File: src/rtl/trap_pkg.sv
package trap_pkg;
  // cause indices, lowest index has highest priority
  localparam int NCAUSE  = 3;
  localparam int CI_SLOT = 0;
  localparam int CI_DMA  = 1;
  localparam int CI_BRK  = 2;

  localparam logic [11:0] EVT_SLOT = 12'h1A0;
  localparam logic [11:0] EVT_BRK  = 12'h1E0;
  localparam logic [11:0] EVT_DMA  = 12'h5C0;

  typedef enum logic [1:0] {
    SZ_BYTE = 2'd0,
    SZ_WORD = 2'd1,
    SZ_LONG = 2'd2,
    SZ_RSVD = 2'd3
  } dma_size_e;
endpackage

File: src/rtl/trap_slot_check.sv
module trap_slot_check (
  input  logic ins_valid,
  input  logic in_delay_slot,
  input  logic ins_undef,
  input  logic ins_pc_write,
  input  logic ins_priv,
  input  logic ins_gbr_xfer,
  input  logic user_mode,
  output logic fault
);
  logic priv_eff;
  logic bad_kind;

  // transfers with the global base register are not privileged
  assign priv_eff = ins_priv & ~ins_gbr_xfer;
  assign bad_kind = ins_undef | ins_pc_write | (priv_eff & user_mode);
  assign fault    = ins_valid & in_delay_slot & bad_kind;
endmodule

File: src/rtl/trap_dma_align.sv
module trap_dma_align
  import trap_pkg::*;
#(
  parameter int AW = 32
) (
  input  logic          dma_valid,
  input  logic [AW-1:0] dma_addr,
  input  logic [1:0]    dma_size,
  output logic          fault
);
  logic [1:0] low;
  logic       unused_hi;
  logic       misaligned;

  assign low       = dma_addr[1:0];
  assign unused_hi = ^dma_addr[AW-1:2];

  always_comb begin
    unique case (dma_size_e'(dma_size))
      SZ_WORD: misaligned = low[0];
      SZ_LONG: misaligned = |low;
      default: misaligned = 1'b0;
    endcase
  end

  assign fault = dma_valid & misaligned;
endmodule

File: src/rtl/trap_cause_arb.sv
module trap_cause_arb #(
  parameter int N = 3
) (
  input  logic [N-1:0] req,
  output logic [N-1:0] grant
);
  logic [N:0] blocked;

  assign blocked[0] = 1'b0;

  for (genvar i = 0; i < N; i++) begin : g_pri
    assign grant[i]     = req[i] & ~blocked[i];
    assign blocked[i+1] = blocked[i] | req[i];
  end
endmodule

File: src/rtl/trap_entry_unit.sv
module trap_entry_unit
  import trap_pkg::*;
#(
  parameter int          XLEN    = 32,
  parameter int          CODE_W  = 12,
  parameter int          MD_BIT  = 30,
  parameter int          RB_BIT  = 29,
  parameter int          BL_BIT  = 28,
  parameter logic [31:0] VEC_OFS = 32'h100
) (
  input  logic              clk,
  input  logic              rst_n,
  input  logic              ins_valid,
  input  logic              in_delay_slot,
  input  logic              ins_undef,
  input  logic              ins_pc_write,
  input  logic              ins_priv,
  input  logic              ins_gbr_xfer,
  input  logic [XLEN-1:0]   branch_pc,
  input  logic              brk_pre,
  input  logic              brk_post,
  input  logic [XLEN-1:0]   brk_pc,
  input  logic [XLEN-1:0]   brk_next_pc,
  input  logic              dma_valid,
  input  logic [XLEN-1:0]   dma_addr,
  input  logic [1:0]        dma_size,
  input  logic [XLEN-1:0]   exec_next_pc,
  input  logic [XLEN-1:0]   vbr,
  input  logic              sr_wr_en,
  input  logic [XLEN-1:0]   sr_wr_data,
  output logic [XLEN-1:0]   sr,
  output logic [XLEN-1:0]   spc,
  output logic [XLEN-1:0]   ssr,
  output logic [CODE_W-1:0] expevt,
  output logic              exc_taken,
  output logic [XLEN-1:0]   fetch_pc
);
  localparam logic [XLEN-1:0] ENTRY_MASK =
      (XLEN'(1) << MD_BIT) | (XLEN'(1) << RB_BIT) | (XLEN'(1) << BL_BIT);
  localparam logic [XLEN-1:0] VEC_OFS_X = XLEN'(VEC_OFS);

  logic              slot_fault;
  logic              dma_fault;
  logic              brk_hit;
  logic              exc_req;
  logic [NCAUSE-1:0] req;
  logic [NCAUSE-1:0] grant;
  logic [XLEN-1:0]   spc_nxt;
  logic [XLEN-1:0]   brk_sel_pc;
  logic [CODE_W-1:0] code_nxt;

  trap_slot_check u_slot (
    .ins_valid     (ins_valid),
    .in_delay_slot (in_delay_slot),
    .ins_undef     (ins_undef),
    .ins_pc_write  (ins_pc_write),
    .ins_priv      (ins_priv),
    .ins_gbr_xfer  (ins_gbr_xfer),
    .user_mode     (~sr[MD_BIT]),
    .fault         (slot_fault)
  );

  trap_dma_align #(.AW(XLEN)) u_dma (
    .dma_valid (dma_valid),
    .dma_addr  (dma_addr),
    .dma_size  (dma_size),
    .fault     (dma_fault)
  );

  assign brk_hit = brk_pre | brk_post;

  always_comb begin
    req          = '0;
    req[CI_SLOT] = slot_fault;
    req[CI_DMA]  = dma_fault;
    req[CI_BRK]  = brk_hit;
  end

  trap_cause_arb #(.N(NCAUSE)) u_arb (
    .req   (req),
    .grant (grant)
  );

  assign exc_req    = |req;
  assign brk_sel_pc = brk_pre ? brk_pc : brk_next_pc;

  always_comb begin
    spc_nxt  = '0;
    code_nxt = '0;
    if (grant[CI_SLOT]) begin
      spc_nxt  = branch_pc;
      code_nxt = CODE_W'(EVT_SLOT);
    end else if (grant[CI_DMA]) begin
      spc_nxt  = exec_next_pc;
      code_nxt = CODE_W'(EVT_DMA);
    end else if (grant[CI_BRK]) begin
      spc_nxt  = brk_sel_pc;
      code_nxt = CODE_W'(EVT_BRK);
    end
  end

  always_ff @(posedge clk or negedge rst_n) begin
    if (!rst_n) begin
      sr        <= '0;
      spc       <= '0;
      ssr       <= '0;
      expevt    <= '0;
      exc_taken <= 1'b0;
      fetch_pc  <= '0;
    end else begin
      exc_taken <= exc_req;
      if (exc_req) begin
        spc      <= spc_nxt;
        ssr      <= sr;
        expevt   <= code_nxt;
        sr       <= sr | ENTRY_MASK;
        fetch_pc <= vbr + VEC_OFS_X;
      end else if (sr_wr_en) begin
        sr <= sr_wr_data;
      end
    end
  end

  // at most one cause granted
  a_r6_one_grant: assert property (@(posedge clk) disable iff (!rst_n)
    $onehot0(grant));

  // a slot fault always wins
  a_r6_slot_wins: assert property (@(posedge clk) disable iff (!rst_n)
    slot_fault |=> expevt == CODE_W'(EVT_SLOT));

  // slot fault saves the branch PC
  a_r1_slot_pc: assert property (@(posedge clk) disable iff (!rst_n)
    slot_fault |=> spc == $past(branch_pc));

  // SSR takes the pre-entry SR
  a_r7_ssr_copy: assert property (@(posedge clk) disable iff (!rst_n)
    exc_taken |-> ssr == $past(sr));

  // control bits forced, others kept
  a_r7_sr_bits: assert property (@(posedge clk) disable iff (!rst_n)
    exc_taken |-> ((sr & ENTRY_MASK) == ENTRY_MASK) &&
                  ((sr & ~ENTRY_MASK) == ($past(sr) & ~ENTRY_MASK)));

  // handler address
  a_r8_vector: assert property (@(posedge clk) disable iff (!rst_n)
    exc_taken |-> fetch_pc == $past(vbr) + VEC_OFS_X);

  // plain SR load when no exception
  a_r9_sr_load: assert property (@(posedge clk) disable iff (!rst_n)
    (!exc_req && sr_wr_en) |=> (sr == $past(sr_wr_data)) && !exc_taken);
endmodule

File: config.mk
export PLATFORM = sky130hd
export DESIGN_NAME = trap_entry_unit
export DESIGN_NICKNAME = d
export VERILOG_FILES = /design/src/rtl/trap_pkg.sv /design/src/rtl/trap_slot_check.sv /design/src/rtl/trap_dma_align.sv /design/src/rtl/trap_cause_arb.sv /design/src/rtl/trap_entry_unit.sv
export SDC_FILE = /design/constraint.sdc
export NUM_CORES = 1
export LEC_CHECK = 0
export ABC_AREA = 1
export BUFFER_PORTS_ARGS = -buffer_cell sky130_fd_sc_hd__buf_2
export CAP_MARGIN = 15
export CORE_AREA = 2 2 146 148
export CTS_CLUSTER_SIZE = 40
export DETAILED_ROUTE_END_ITERATION = 8
export DIE_AREA = 0 0 148 150
export PLACE_DENSITY = 0.69
export SYNTH_ARGS = -nofsm -noshare
export SYNTH_HDL_FRONTEND = slang
export SYNTH_SLANG_ARGS = --single-unit
File: constraint.sdc
create_clock -name clk -period 2 [get_ports clk]
set_input_delay 0.2 -clock clk [delete_from_list [all_inputs] [get_ports clk]]
set_output_delay 0.2 -clock clk [all_outputs]
set_load 0.005 [all_outputs]
# Word level (Yosys, flattened, before mapping)
# Cells that the tools add are included.
# totals
regBits	141
latch_bits	0
ramBits	0
mem_bits_ro	0
inputBits	238
output_inout_bits	141
wordCells	40
mem_count	0
# op_classes
add_sub_neg	1
mul	0
n_div	0
order_cmp	0
eq_ne	2
shifts	0
n_mux	10
bitwise_logic	16
n_reduce_logical	4
# op_table
op	count
2-to-1 mux 32 bit	4
2-to-1 mux 31 bit	2
adder 32 x 9 -> 32 bit (second input constant)	1
2-to-1 mux 11 bit	2
2-to-1 mux 9 bit	1
bitwise AND 1 bit	7
NOT 1 bit	5
bitwise OR 1 bit	4
OR reduction 3 bit	1
equality test 2 x 1 -> 1 bit (second input constant)	1
equality test 2 bit (second input constant)	1
one-hot mux 1 bit (2 select lines)	1
AND reduction 2 bit	1
nonzero test 2 bit	1
OR reduction 2 bit	1

# Longest topological paths before layout
# Gate-level depths: netlist of run 1.
# depth
word_depth	11
mapped_depth	11
ltp_nobuf	10

# Hierarchy
# Synthesis of run 1 repeated with hierarchy kept, for this count alone.
# unflattened
cells_unflattened	890
area_unflattened_um2	6702.7
# modules_own_cells
mod	instances	cells_per_inst	area_each_um2	seq_area_each_um2
trap_entry_unit	1	867	6586.3	3328.2
trap_dma_align	1	12	66.3	0.0
trap_cause_arb	1	6	28.8	0.0
trap_slot_check	1	5	21.3	0.0

# Least setup slack after synthesis of run 1
# Ideal clock, no wire load.
# synth_timing
path_kind	input port to flip-flop
startpoint	input dma_size[0]
endpoint	register expevt[10]
setup_ps	118
arrival_ps	1345
t_required_ps	1882
setup_slack_ps	537
path_stages	10
path_buffers	2
path_cell_list	inv_1 > ha_1 > nor2_1 > nand3_2 > nand3_4 > inv_2 > buf_6 > buf_4 > a21oi_1 > inv_1
# synth_between
elab_chain_len	6
elab_cells_between_ends	8
cone_classes	eq/ne (2); mux (3); bitwise (2); reduce/logical (1)
# synth_lines
item	line_no	rtl
start: declaration	trap_entry_unit.sv:26	input logic [1:0] dma_size,
equality test 2 bit / equality test 2 x 1 -> 1 bit (equally long branches)	trap_dma_align.sv:19	unique case (dma_size_e'(dma_size))
one-hot mux 1 bit (2 select lines) *	trap_dma_align.sv:19	
bitwise AND 1 bit *	trap_dma_align.sv:26	assign fault = dma_valid & misaligned;
bitwise AND 1 bit	trap_cause_arb.sv:12	assign grant[i] = req[i] & ~blocked[i];
2-to-1 mux 11 bit	trap_entry_unit.sv:93	end else if (grant[CI_DMA]) begin
2-to-1 mux 11 bit	trap_entry_unit.sv:90	if (grant[CI_SLOT]) begin
end signal: assignment	trap_entry_unit.sv:115	expevt <= code_nxt;
end: declaration	trap_entry_unit.sv:34	output logic [CODE_W-1:0] expevt,
# Mark *: on every way between the ends. The rest lies on a longest branch, timed or not.
# A chain may end at the register's enable or synchronous reset.

# Final worst setup path of run 1
# layout_timing
startpoint	register sr[30]
endpoint	register sr[30]
# layout_between
elab_chain_len	6
elab_cells_between_ends	7
cone_classes	mux (1); bitwise (4); reduce/logical (2)
# layout_lines
item	line_no	rtl
start: declaration	trap_entry_unit.sv:31	output logic [XLEN-1:0] sr,
start signal: assignment	trap_entry_unit.sv:116	sr <= sr | ENTRY_MASK;
start signal: assignment	trap_entry_unit.sv:119	sr <= sr_wr_data;
NOT 1 bit *	trap_entry_unit.sv:59	.user_mode (~sr[MD_BIT]),
bitwise AND 1 bit *	trap_slot_check.sv:16	assign bad_kind = ins_undef | ins_pc_write | (priv_eff & user_mode);
bitwise OR 1 bit *	trap_slot_check.sv:16	
bitwise AND 1 bit *	trap_slot_check.sv:17	assign fault = ins_valid & in_delay_slot & bad_kind;
OR reduction 3 bit *	trap_entry_unit.sv:84	assign exc_req = |req;
2-to-1 mux 31 bit / nonzero test 2 bit (equally long branches)	-	
# Marks and branches as above.

==> results.md, run 1 <==
- In the global route stage, met1 resource usage came out at 0.249.
- The post-route cell area is 9790 sq um.
- Power spread over the standard cell area amounts to 836 nW/um^2.
- The startpoint class of the critical path is a flip-flop.
- The storage element area is 3330 sq um.
- By area the synthesized netlist is led by sky130_fd_sc_hd__dfrtp_1 49%, sky130_fd_sc_hd__nand2_1 15%, sky130_fd_sc_hd__nand4_1 9.0%.
- The count of final hold-check violations is 0.
- The met2 track demand over resource in global routing is 0.341.
- The worst register-to-register path ends at sr[30].
- The register-to-register setup slack is 150 ps.
- The first TritonRoute pass finished after 5 iterations.
- After global routing, the most crowded layer is met2.
- The detailed router's first-iteration violation count is 217.
- The number of vias after detailed routing is 7,216.
- The clock latency on the worst-skew pair is 410 ps.
- The clock skew after layout is 4.80 ps.
- The floorplan step set the die height to 150 um.
- The number of endpoints failing setup at the final stage is 0.
- After detailed routing, the number of remaining DRC violations is 0.
- From synthesis to final layout, the design area changed by 44.2%.
- Of the synthesized area, sequential elements account for 0.490.
- The area after detailed placement is 8720 sq um.
- The share of synthesized area in the top cell type comes to 0.490.
- The number of buffers inserted by port buffering is 341.
- Summing every instance area after synthesis gives 6790 sq um.
- The post-synthesis area per instance is 7.78 sq um.
- The number of max-slew violations in the final report is 0.
- Clock tree synthesis found a total of 133 sinks.
- The end-of-flow core utilization is 0.473.
- The startpoint identified for the worst register-to-register timing path is sr[30].
- The library cell used most frequently in the layout, excluding fill and tap cells, is sky130_fd_sc_hd__buf_2.
- The total power of the final layout is 0.00819 W.
- Global routing finished with a remaining overflow of 0.
- The number of nets in the layout is 1,477.
- The die covers 22,200 sq um.
- The worst setup path is of the reg -> reg kind.
- The worst setup path is captured at a flip-flop.
- The distinct cell type count of the synthesized netlist is 32.
- Across every metal layer, demand over resource in global routing totals 0.200.
- The clock passes through at most 2 buffers.
- In the synthesized netlist the async set-or-reset flop fraction comes to 1.00.
- The share of post-route cells with drive strength above 1 is 0.321.
- The met3 track demand over resource is 0.0284.
- In this run the core area contains 53 standard-cell rows.
- For hold timing, the worst endpoint is spc[16].
- The data required time at the worst endpoint is 2270 ps.
- The number of max-cap violations is 0.
- Derived from the worst setup path, the maximum achievable clock frequency is 0.542 GHz.
- Counting tap cells, the placed design contains a total of 1,447 instances.
- The total number of yosys warnings is 0.
- The fill cell total of the finished layout is 2,031.
- Synthesis inferred 133 register bits.
- The class of the tightest hold or removal check is in -> reg.
- The total leakage power is 5.08 nW.
- The H-tree generated during clock tree synthesis spans 4 levels.
- The endpoint arrival time on the critical path is 2110 ps.
- The first global-routing pass estimated 34,900 um of wire.
- Dividing the detail-routed wire length by the instance count gives 14.7 um.
- The number of flops mapped to enable cells by yosys is 0.
- For this design the top-level I/O count stands at 379.
- The via density per instance is 4.73.
- The width of the chip is 148 um.
- The post-layout minimum cycle time is 1850 ps.
- The worst register-to-register path has a depth of 9.
- After clock tree synthesis, the clock-pin slew on the worst setup and hold paths is 60 ps.
- The routability congestion estimate is 0.904.
- The dominant register cell in the synthesized netlist is sky130_fd_sc_hd__dfrtp_1.
- In this run the tightest slew margin relative to its limit is 0.524.
- The number of buffers inserted during clock tree synthesis is 17.
- CTS placed an instance of sky130_fd_sc_hd__clkbuf_16 at the clock tree root.
- The number of antenna violations at the first check in global routing is 2.
- Setup repair after global routing left no endpoint under its margin.
- The number of nets still failing antenna checks after routing is 0.
- The via count of the first global-routing pass is 6,810.
- The HPWL after detailed placement is 16,400 um.
- The effective utilization at floorplan is 0.328.
- Summing all multi-input logic gate instances after layout gives 2820 sq um.
- The portion of the clock cycle consumed by the worst path in the final layout is 0.923.
- The CTS tree is done.
- The top cell types in the final layout, fill and taps aside, are 340 x sky130_fd_sc_hd__buf_2, 272 x sky130_fd_sc_hd__nand2_1, 133 x sky130_fd_sc_hd__dfrtp_1.
- The startpoint of the tightest hold check path is branch_pc[16].
- The worst hold path passes through 3 cells.
- The flow ran to the end, and the final reports show no timing, DRC or antenna violations.
- The non-filler instance count after layout is 1,525.
- The actual transition at the worst max-transition pin is 713 ps.
- Entering global routing, the biggest net connects 100 pins.
- The core region is 20,700 sq um.
- The total detailed-routing wirelength is 22,300 um.
- Synthesis produced a netlist whose cell count is 873.
- sky130_fd_sc_hd__dfrtp_1 takes more of the synthesized area than any other cell.
- In this run the worst path has a maximum fanout of 27.
- The largest voltage drop on the vdd net is 0.416 mV.
[what timing repair did]
item | CTS | global route
hold buffers | 44 | 0
setup buffers | 0 | 0
gates resized for setup | 1 | 0
endpoints found under the setup margin | 4 | 0
endpoints found under the hold margin | 176 | 0
[final cells by class]
cell class	count	area share
flip-flops and latches	133	0.340
multi-input cells	590	0.287
repair buffers	401	0.239
clock buffers	20	0.0477
inverters	93	0.0356
well taps	275	0.0351
clock inverters	11	0.0152
diodes	2	0.000511
[sequential cells by signal (all words and copies together) (netlist names)]
name / cells
fetch_pc: 32
spc: 32
sr: 32
ssr: 32
expevt: 4
exc_taken: 1
[logic make-up (layout without fill, tap and decap cells)]
kind of cell | Yosys count | count (layout) | synth area share
xor gates and xnor gates | 12 | 12 | 0.0155
other | 1 | 9 | 0.000552
adders and majority gates | 3 | 3 | 0.00553
buffers and inverters | 157 | 525 | 0.102
DFF | 133 | 133 | 0.490
AOI/OAI and AO/OA | 108 | 108 | 0.0815
and+or+nand+nor | 459 | 460 | 0.305
[how the worst max path moves through the flow]
stage | slack (ps) | to | from | depth (start not counted)
after detailed placement | -120 | sr[22] | dma_size[0] | 8
after floorplan | 540 | expevt[10] | dma_size[0] | 10
after global placement | -80 | sr[26] | dma_size[0] | 8
after global routing | 20 | sr[30] | sr[30] | 9
after CTS | 110 | sr[30] | sr[30] | 9
final | 150 | sr[30] | sr[30] | 9
[critical path: stages (launching register included)]
cell                       delay, ps
sky130_fd_sc_hd__dfrtp_1         370
sky130_fd_sc_hd__inv_2            50
sky130_fd_sc_hd__nand3_1          70
sky130_fd_sc_hd__nand2_1          80
sky130_fd_sc_hd__nand2_4         100
sky130_fd_sc_hd__nand3_4         130
sky130_fd_sc_hd__buf_4           180
sky130_fd_sc_hd__inv_2           220
sky130_fd_sc_hd__buf_4           340
sky130_fd_sc_hd__o211ai_1        150
[Yosys cell counts (2+ instances only)]
| cell | count |
|---|---|
| sky130_fd_sc_hd__xor2_1 | 7 |
| sky130_fd_sc_hd__nor2_2 | 3 |
| sky130_fd_sc_hd__clkbuf_2 | 2 |
| sky130_fd_sc_hd__nor2_1 | 33 |
| sky130_fd_sc_hd__o21ai_0 | 88 |
| sky130_fd_sc_hd__inv_2 | 3 |
| sky130_fd_sc_hd__buf_6 | 4 |
| sky130_fd_sc_hd__xnor2_1 | 5 |
| sky130_fd_sc_hd__ha_1 | 3 |
| sky130_fd_sc_hd__o21ai_1 | 14 |
| sky130_fd_sc_hd__buf_1 | 8 |
| sky130_fd_sc_hd__buf_4 | 13 |
| sky130_fd_sc_hd__o211ai_1 | 3 |
| sky130_fd_sc_hd__nand2_1 | 272 |
| sky130_fd_sc_hd__nand4_1 | 98 |
| sky130_fd_sc_hd__nand3_1 | 45 |
| sky130_fd_sc_hd__buf_2 | 15 |
| sky130_fd_sc_hd__dfrtp_1 | 133 |
| sky130_fd_sc_hd__inv_1 | 90 |
| sky130_fd_sc_hd__clkbuf_1 | 22 |
[report_power, final]
| group | leakage, nW | internal (W) | switching (W) |
|---|---|---|---|
| clock network | 0.295 | 0.00206 | 0.00118 |
| registers | 1.59 | 0.00311 | 0.000226 |
| logic | 3.20 | 0.000747 | 0.000870 |
[routing by layer]
metal	share of wire	routed length [um]	vias to the layer above
li1	-	-	3587
met2	0.51	11300	296
met4	0.031	692	0
met5	0	0	-
met1	0.41	9140	3290
met3	0.055	1220	43
[through the flow]
stage / setup slack, ps / TNS (ps) / hold WS [ps]
3_5_place_dp: -116 / -1630 / 191
6_report: 154 / 0 / 20.6
3_3_place_gp: -78.5 / -1530 / 188
2_1_floorplan: 537 / 0 / -95.6
5_1_grt: 21.9 / 0 / 7.34
4_1_cts: 106 / 0 / 0.895
(Power assumes the default switching activity.)
==> run 2: changes to the inputs <==
--- a/config.mk
+++ b/config.mk
@@ -8,3 +8,3 @@
 export ABC_AREA = 1
-export BUFFER_PORTS_ARGS = -buffer_cell sky130_fd_sc_hd__buf_2
+export BUFFER_PORTS_ARGS = -buffer_cell sky130_fd_sc_hd__buf_4
 export CAP_MARGIN = 15
==> constraint.sdc (replaced) <==
create_clock -name clk -period 2 [get_ports clk]
set_input_delay 0.1 -clock clk [delete_from_list [all_inputs] [get_ports clk]]
set_output_delay 0.1 -clock clk [all_outputs]
set_load 0.005 [all_outputs]
==> results.md, run 2 (same netlist as run 1, synthesis figures left out) <==
- Setup repair after global routing left no endpoint under its margin.
- The clock transition at the register clock pins on the worst setup and hold paths after CTS is 60 ps.
- In this run the tightest slew margin relative to its limit is 0.541.
- The count of buffers added on input and output ports is 341.
- Across all register-to-register paths, the minimum setup slack is 240 ps.
- Dividing the detail-routed wire length by the instance count gives 15.5 um.
- In the layout the commonest cells are 349 x sky130_fd_sc_hd__buf_4, 272 x sky130_fd_sc_hd__nand2_1, 133 x sky130_fd_sc_hd__dfrtp_1.
- The startpoint class of the critical path is a flip-flop.
- After the first detailed-routing iteration, the DRC count stood at 417.
- The clock sink count is 133.
- The wire-length estimate of the detail-placed layout is 16,900 um.
- The final global-route overflow total is 0.
- The fill cell total of the finished layout is 1,896.
- In the final layout, the share of cells above drive strength 1 is 0.302.
- The worst-case IR drop observed on VDD is 0.451 mV.
- The capturing element type of the critical path is a flip-flop.
- The class of the most critical setup path is reg -> reg.
- The tool flagged a number of max-cap violations equal to 0.
- The routability congestion estimate is 0.875.
- The number of max-slew violations in the final report is 0.
- Setup violations remaining at the end of the flow were counted as 0.
- The pre-antenna-repair detailed-routing pass consisted of 5 iterations.
- Data on the critical path is required at its endpoint by 2280 ps.
- The floorplan core area is 20,700 sq um.
- The area of the die is 22,200 sq um.
- The relative area change from synthesis to final layout is 66.7%.
- The via count of the first global-routing pass is 7,461.
- The hold path depth is 4.
- The number of nets still failing antenna checks after routing is 0.
- The number of top-level design ports is 379.
- The endpoint identified for the worst register-to-register timing path is ssr[3].
- The floorplan row count is 53.
- The power per cell area is 768 nW/um^2.
- The total detailed-routing wirelength is 24,700 um.
- In the routed design, unresolved DRC markers number 0.
- Leaving out fill and tap cells, the most frequent cell in the layout is sky130_fd_sc_hd__buf_4.
- The H-tree generated during clock tree synthesis spans 4 levels.
- The global-route usage over all layers is 0.215.
- Measured along the y axis, the die boundary spans 150 um.
- TritonCTS built the clock tree.
- The effective utilization at floorplan is 0.328.
- The aggregate negative setup slack is 0 ps.
- In this run the critical register-to-register path is launched from sr[30].
- In the routed layout, each cell is associated on average with a via count of 4.82.
- The clock skew after layout is 7.36 ps.
- The post-place setup slack is -84.1 ps.
- Across all setup checks in the final design, the least slack found is 237 ps.
- Based on the critical path, the design can be clocked at up to 0.567 GHz.
- The number of vias after detailed routing is 7,672.
- The width of the chip is 148 um.
- TritonCTS created 17 clock buffers.
- The actual transition at the worst max-transition pin is 687 ps.
- Entering global routing, the biggest net connects 100 pins.
- The portion of the clock cycle consumed by the worst path in the final layout is 0.882.
- In this run the clock root is driven by a sky130_fd_sc_hd__clkbuf_16.
- The clock latency on the worst-skew pair is 410 ps.
- The count of final hold-check violations is 0.
- The post-layout minimum cycle time is 1760 ps.
- The number of cells on the worst reg-to-reg path is 10.
- The class of the tightest hold or removal check is in -> reg.
- The flow ran to the end, and the final reports show no timing, DRC or antenna violations.
- The number of antenna violations at the first check in global routing is 0.
- The first global-routing pass estimated 37,900 um of wire.
- The maximum fanout along the worst path is 81.
- For hold timing, the worst endpoint is fetch_pc[23].
- Once the clock tree was built, the setup fixing pass inserted 0 buffers.
- Summed over all cells, the static leakage comes to 5.64 nW.
- For the worst setup path, the data arrival time is 2040 ps.
- The number of nets in the layout is 1,545.
- The startpoint of the tightest hold check path is vbr[23].
- The maximum count of clock buffers along a single path is 2.
- The number of inserted diodes is 0.
==> run 2: changes by cell type in the layout (fill, tap and decap cells not counted), sizes merged <==
cell and change:
buf -2, clkinvlp +1, diode -2, clkinv -1
dlygate4sd3 +70, clkbuf +1
==> run 2: report_power, final <==
group	switching (W)	internal, W
combinational	0.000927	0.00116
clock	0.00119	0.00207
sequential	0.000248	0.00311
==> run 2: cell type report <==
type	count	area (sq um)	area share
Clock buffer	21	470	0.0416
Clock inverter	11	148	0.0130
Inverter	93	349	0.0308
Multi-Input combinational cell	590	2820	0.249
Sequential cell	133	3330	0.294
Tap cell	275	344	0.0304
Timing Repair Buffer	469	3860	0.341
==> run 2: how the worst max path moves through the flow <==
stage	cells past startpoint	slack [ps]	startpoint	to
after floorplan	10	630	sr[30]	expevt[10]
after global placement	8	100	dma_size[0]	sr[20]
after detailed placement	7	-80	sr[30]	sr[3]
after CTS	10	140	sr[30]	ssr[9]
after global routing	10	90	sr[30]	ssr[12]
final	10	240	sr[30]	ssr[3]
==> run 2: through the flow <==
stage / power (W) / hold WS (ps) / cell area (sq um) / std cells / utilization
floorplan: 0.00401 / -196 / 6810 / 879 / -
global placement: 0.00525 / -24.8 / 9540 / 1445 / 0.461
detailed placement: 0.00529 / -24.2 / 9540 / 1445 / 0.461
CTS: 0.00877 / 0.375 / 11300 / 1592 / 0.547
global route: 0.00913 / 24.4 / 11300 / 1592 / 0.547
finish: 0.00870 / 18.3 / 11300 / 1592 / 0.547
==> run 2: routing by layer <==
layer / up-vias / share of wire / track usage / routed length [um]
met1: 3557 / 0.40 / 0.253 / 9750
met4: 0 / 0.027 / 0.0871 / 654
met5: - / 0 / 0 / 0
met2: 353 / 0.52 / 0.385 / 12700
li1: 3718 / - / - / -
met3: 44 / 0.063 / 0.0421 / 1540
==> run 2: repair_timing <==
item                                   in CTS  in global routing
hold buffers                              114                  0
resized for setup                           1                  1
endpoints found under the hold margin     213                  0
cloned                                      1                  0
setup endpoints to repair                  19                  2
pin swaps                                   1                  0
==> run 2: worst max-delay path, cell delays in order, from the launching register on <==
cell	delay (ps)
sky130_fd_sc_hd__dfrtp_1	380
sky130_fd_sc_hd__inv_2	70
sky130_fd_sc_hd__nand3_1	80
sky130_fd_sc_hd__nand2_1	110
sky130_fd_sc_hd__nand2_4	80
sky130_fd_sc_hd__nand3_4	130
sky130_fd_sc_hd__buf_6	270
sky130_fd_sc_hd__inv_2	80
sky130_fd_sc_hd__buf_12	190
sky130_fd_sc_hd__nand2_1	100
sky130_fd_sc_hd__o21ai_0	80
==> run 3: changes to the inputs <==
Settings changed: CORE_AREA 2 2 146 148 to 2 2 148 150, DIE_AREA 0 0 148 150 to 0 0 150 152, GPL_TIMING_DRIVEN from default to 0, SKIP_CTS_REPAIR_TIMING from default to 1.
Clock period 2 ns to 1.6 ns, I/O delays scaled along.
==> results.md, run 3 (same netlist as run 1, synthesis figures left out) <==
- The floorplan row count is 54.
- By instance count, the cell type seen most on the critical path is sky130_fd_sc_hd__buf_8.
- The source of the worst register-to-register timing path is sr[30].
- The post-layout minimum cycle time is 1600 ps.
- The number of top-level design ports is 379.
- Grouping stages by cell kind, the critical path spends the most delay in buffers and inverters.
- The checks that failed: hold timing, setup timing.
- The portion of the clock cycle consumed by the worst path in the final layout is 1.00.
- Max-cap violations in this run came to 0.
- Setup repair after global routing could not meet its margin everywhere.
- The number of detailed-route iterations in the first pass is 5.
- The finished cells cover 11,600 sq um.
- In this run, placement finished with an instance count of 1,501.
- The die is 150 um wide.
- The path with the worst hold slack has its endpoint at fetch_pc[31].
- The via count of the first global-routing pass is 7,401.
- The capture point of the worst reg-to-reg path is expevt[10].
- The critical path goes through inv_2 > nand3_2 > nand2_4 > nand2_8 > nand3_4 > inv_4 > buf_8 > buf_8 > a21oi_2 > inv_1.
- The class of the tightest hold or removal check is in -> reg.
- The startpoint class of the critical path is a flip-flop.
- The buffer and inverter count on the worst path is 5.
- The average wire per cell in the routed design is 16.0 um.
- The effective utilization at floorplan is 0.318.
- The relative slew slack is 0.650.
- The core region is 21,400 sq um.
- Data on the critical path is required at its endpoint by 1900 ps.
- In the layout the commonest cells are 356 x sky130_fd_sc_hd__buf_4, 270 x sky130_fd_sc_hd__nand2_1, 133 x sky130_fd_sc_hd__dfrtp_1.
- The number of nets still failing antenna checks after routing is 0.
- At the end of routability-driven placement, the weighted congestion stood at 0.895.
- The maximum level of the CTS H-tree is 4.
- The maximum count of clock buffers along a single path is 2.
- The largest voltage drop on the vdd net is 0.607 mV.
- The critical path in this run is classified as reg -> reg.
- The startpoint of the tightest hold check path is vbr[31].
- The clock latency on the worst-skew pair is 410 ps.
- The capturing element type of the critical path is a flip-flop.
- The worst-case hold slack is -28.1 ps.
- The number of max-slew violations in the final report is 0.
- The number of endpoints failing setup at the final stage is 1.
- The maximum fanout along the worst path is 10.
- Detailed placement ended at an HPWL of 20,000 um.
- The endpoint arrival time on the critical path is 1900 ps.
- The via density per instance is 4.79.
- The number of antenna diodes in the final layout is 0.
- Between clock sinks in the finished design, the worst skew comes to 7.23 ps.
- The total detailed-routing wirelength is 26,400 um.
- The first-pass GRT wire length is 38,100 um.
- The number of antenna violations at the first check in global routing is 0.
- The area of the die is 22,800 sq um.
- The actual transition at the worst max-transition pin is 525 ps.
- The count of final hold-check violations was 7.
- The CTS tree is done.
- The total leakage power is 5.82 nW.
- The run finished, with violations left.
- After layout, the worst setup slack is -0.723 ps.
- The worst hold path was traced through 5 stages.
- Leaving out fill and tap cells, the most frequent cell in the layout is sky130_fd_sc_hd__buf_4.
- The total overflow left after global routing is 0.
- For this run, design rule violations remaining after detail routing come to 0.
- The clock sink count is 133.
- Clock-pin slew was measured on the worst setup and hold paths at 60 ps.
- Entering global routing, the biggest net connects 99 pins.
- The number of buffers inserted during clock tree synthesis is 17.
- In this design, the stage delay of the slowest critical-path cell is 390 ps.
- The number of buffers inserted by port buffering is 341.
- The height of the die is 152 um.
- The number of cells on the worst reg-to-reg path is 10.
- The register-to-register setup slack is -0.7 ps.
- The area after detailed placement is 9750 sq um.
- The share of post-route cells with drive strength above 1 is 0.321.
- For this block, the initial DRC count from the detailed router was 379.
- The clock tree root driver cell is sky130_fd_sc_hd__clkbuf_16.
- In this run the power density over the cells is 962 nW/um^2.
- The number of nets in the layout is 1,597.
- Compared with the post-synthesis result, the final layout area differs by 71.5%.
- For this run, the total global-route usage over all layers was measured as 0.213.
- The largest individual stage delay along the critical path comes from the cell sky130_fd_sc_hd__dfrtp_1.
- The highest clock rate is 0.625 GHz.
- Across all layers, the routed design uses 7,891 vias.
- The non-filler instance count after layout is 1,649.
-- run 3: cell types whose count changed in the layout (fill, tap and decap cells not counted), moves of 4 or more --
cell	change
sky130_fd_sc_hd__clkbuf_2	+7
sky130_fd_sc_hd__buf_12	-4
sky130_fd_sc_hd__clkbuf_1	+11
sky130_fd_sc_hd__buf_2	+14
sky130_fd_sc_hd__o21ai_1	+10
sky130_fd_sc_hd__o21ai_0	-11
sky130_fd_sc_hd__buf_4	+7
sky130_fd_sc_hd__buf_1	+8
-- run 3: power breakdown --
group          internal, W  switching [W]
registers          0.00389       0.000330
logic              0.00150        0.00120
clock network      0.00266        0.00162
total              0.00804        0.00315
-- run 3: worst max path at each step --
stage | from | to | slack, ps | depth (start not counted)
3_3_place_gp | sr[30] | fetch_pc[0] | -250 | 8
2_1_floorplan | sr[30] | expevt[10] | 230 | 10
4_1_cts | sr[30] | fetch_pc[2] | -290 | 8
6_report | sr[30] | expevt[10] | -0.7 | 10
3_5_place_dp | sr[30] | fetch_pc[7] | -260 | 8
5_1_grt | sr[30] | fetch_pc[12] | -90 | 9
-- run 3: per-layer routing --
layer,vias to the layer above,wire length [um],GRT usage,share of wire
li1,3829,-,-,-
met1,3654,9980,0.243,0.38
met2,354,13800,0.377,0.52
met3,54,1720,0.0471,0.065
met4,0,942,0.0930,0.036
met5,-,0,0,0
-- run 3: area by class of cell --
class,count,area [sq um]
flip-flops and latches,133,3330
inverters,93,352
clock inverters,15,219
multi-input cells,590,2840
clock buffers,17,425
well taps,280,350
plain buffers,64,390
repair buffers,457,3730
fillers,1939,9710
-- run 3: per-stage QoR --
step	hold WS, ps	power [W]	util	setup TNS [ps]	worst slack [ps]
floorplan	-216	0.00501	-	0	226
global placement	284	0.00664	0.455	-30400	-247
detailed placement	4.16	0.00669	0.457	-20630	-262
CTS	-452	0.0110	0.487	-22290	-292
global route	3.06	0.0117	0.545	-5360	-94.3
finish	-28.1	0.0112	0.545	-0.723	-0.723
-- run 3: worst min-delay path: stages --
cell and delay (ps):
sky130_fd_sc_hd__buf_4 80, sky130_fd_sc_hd__nand2_1 50, sky130_fd_sc_hd__nand2_1 50, sky130_fd_sc_hd__nand2_1 40
sky130_fd_sc_hd__nand2_1 50
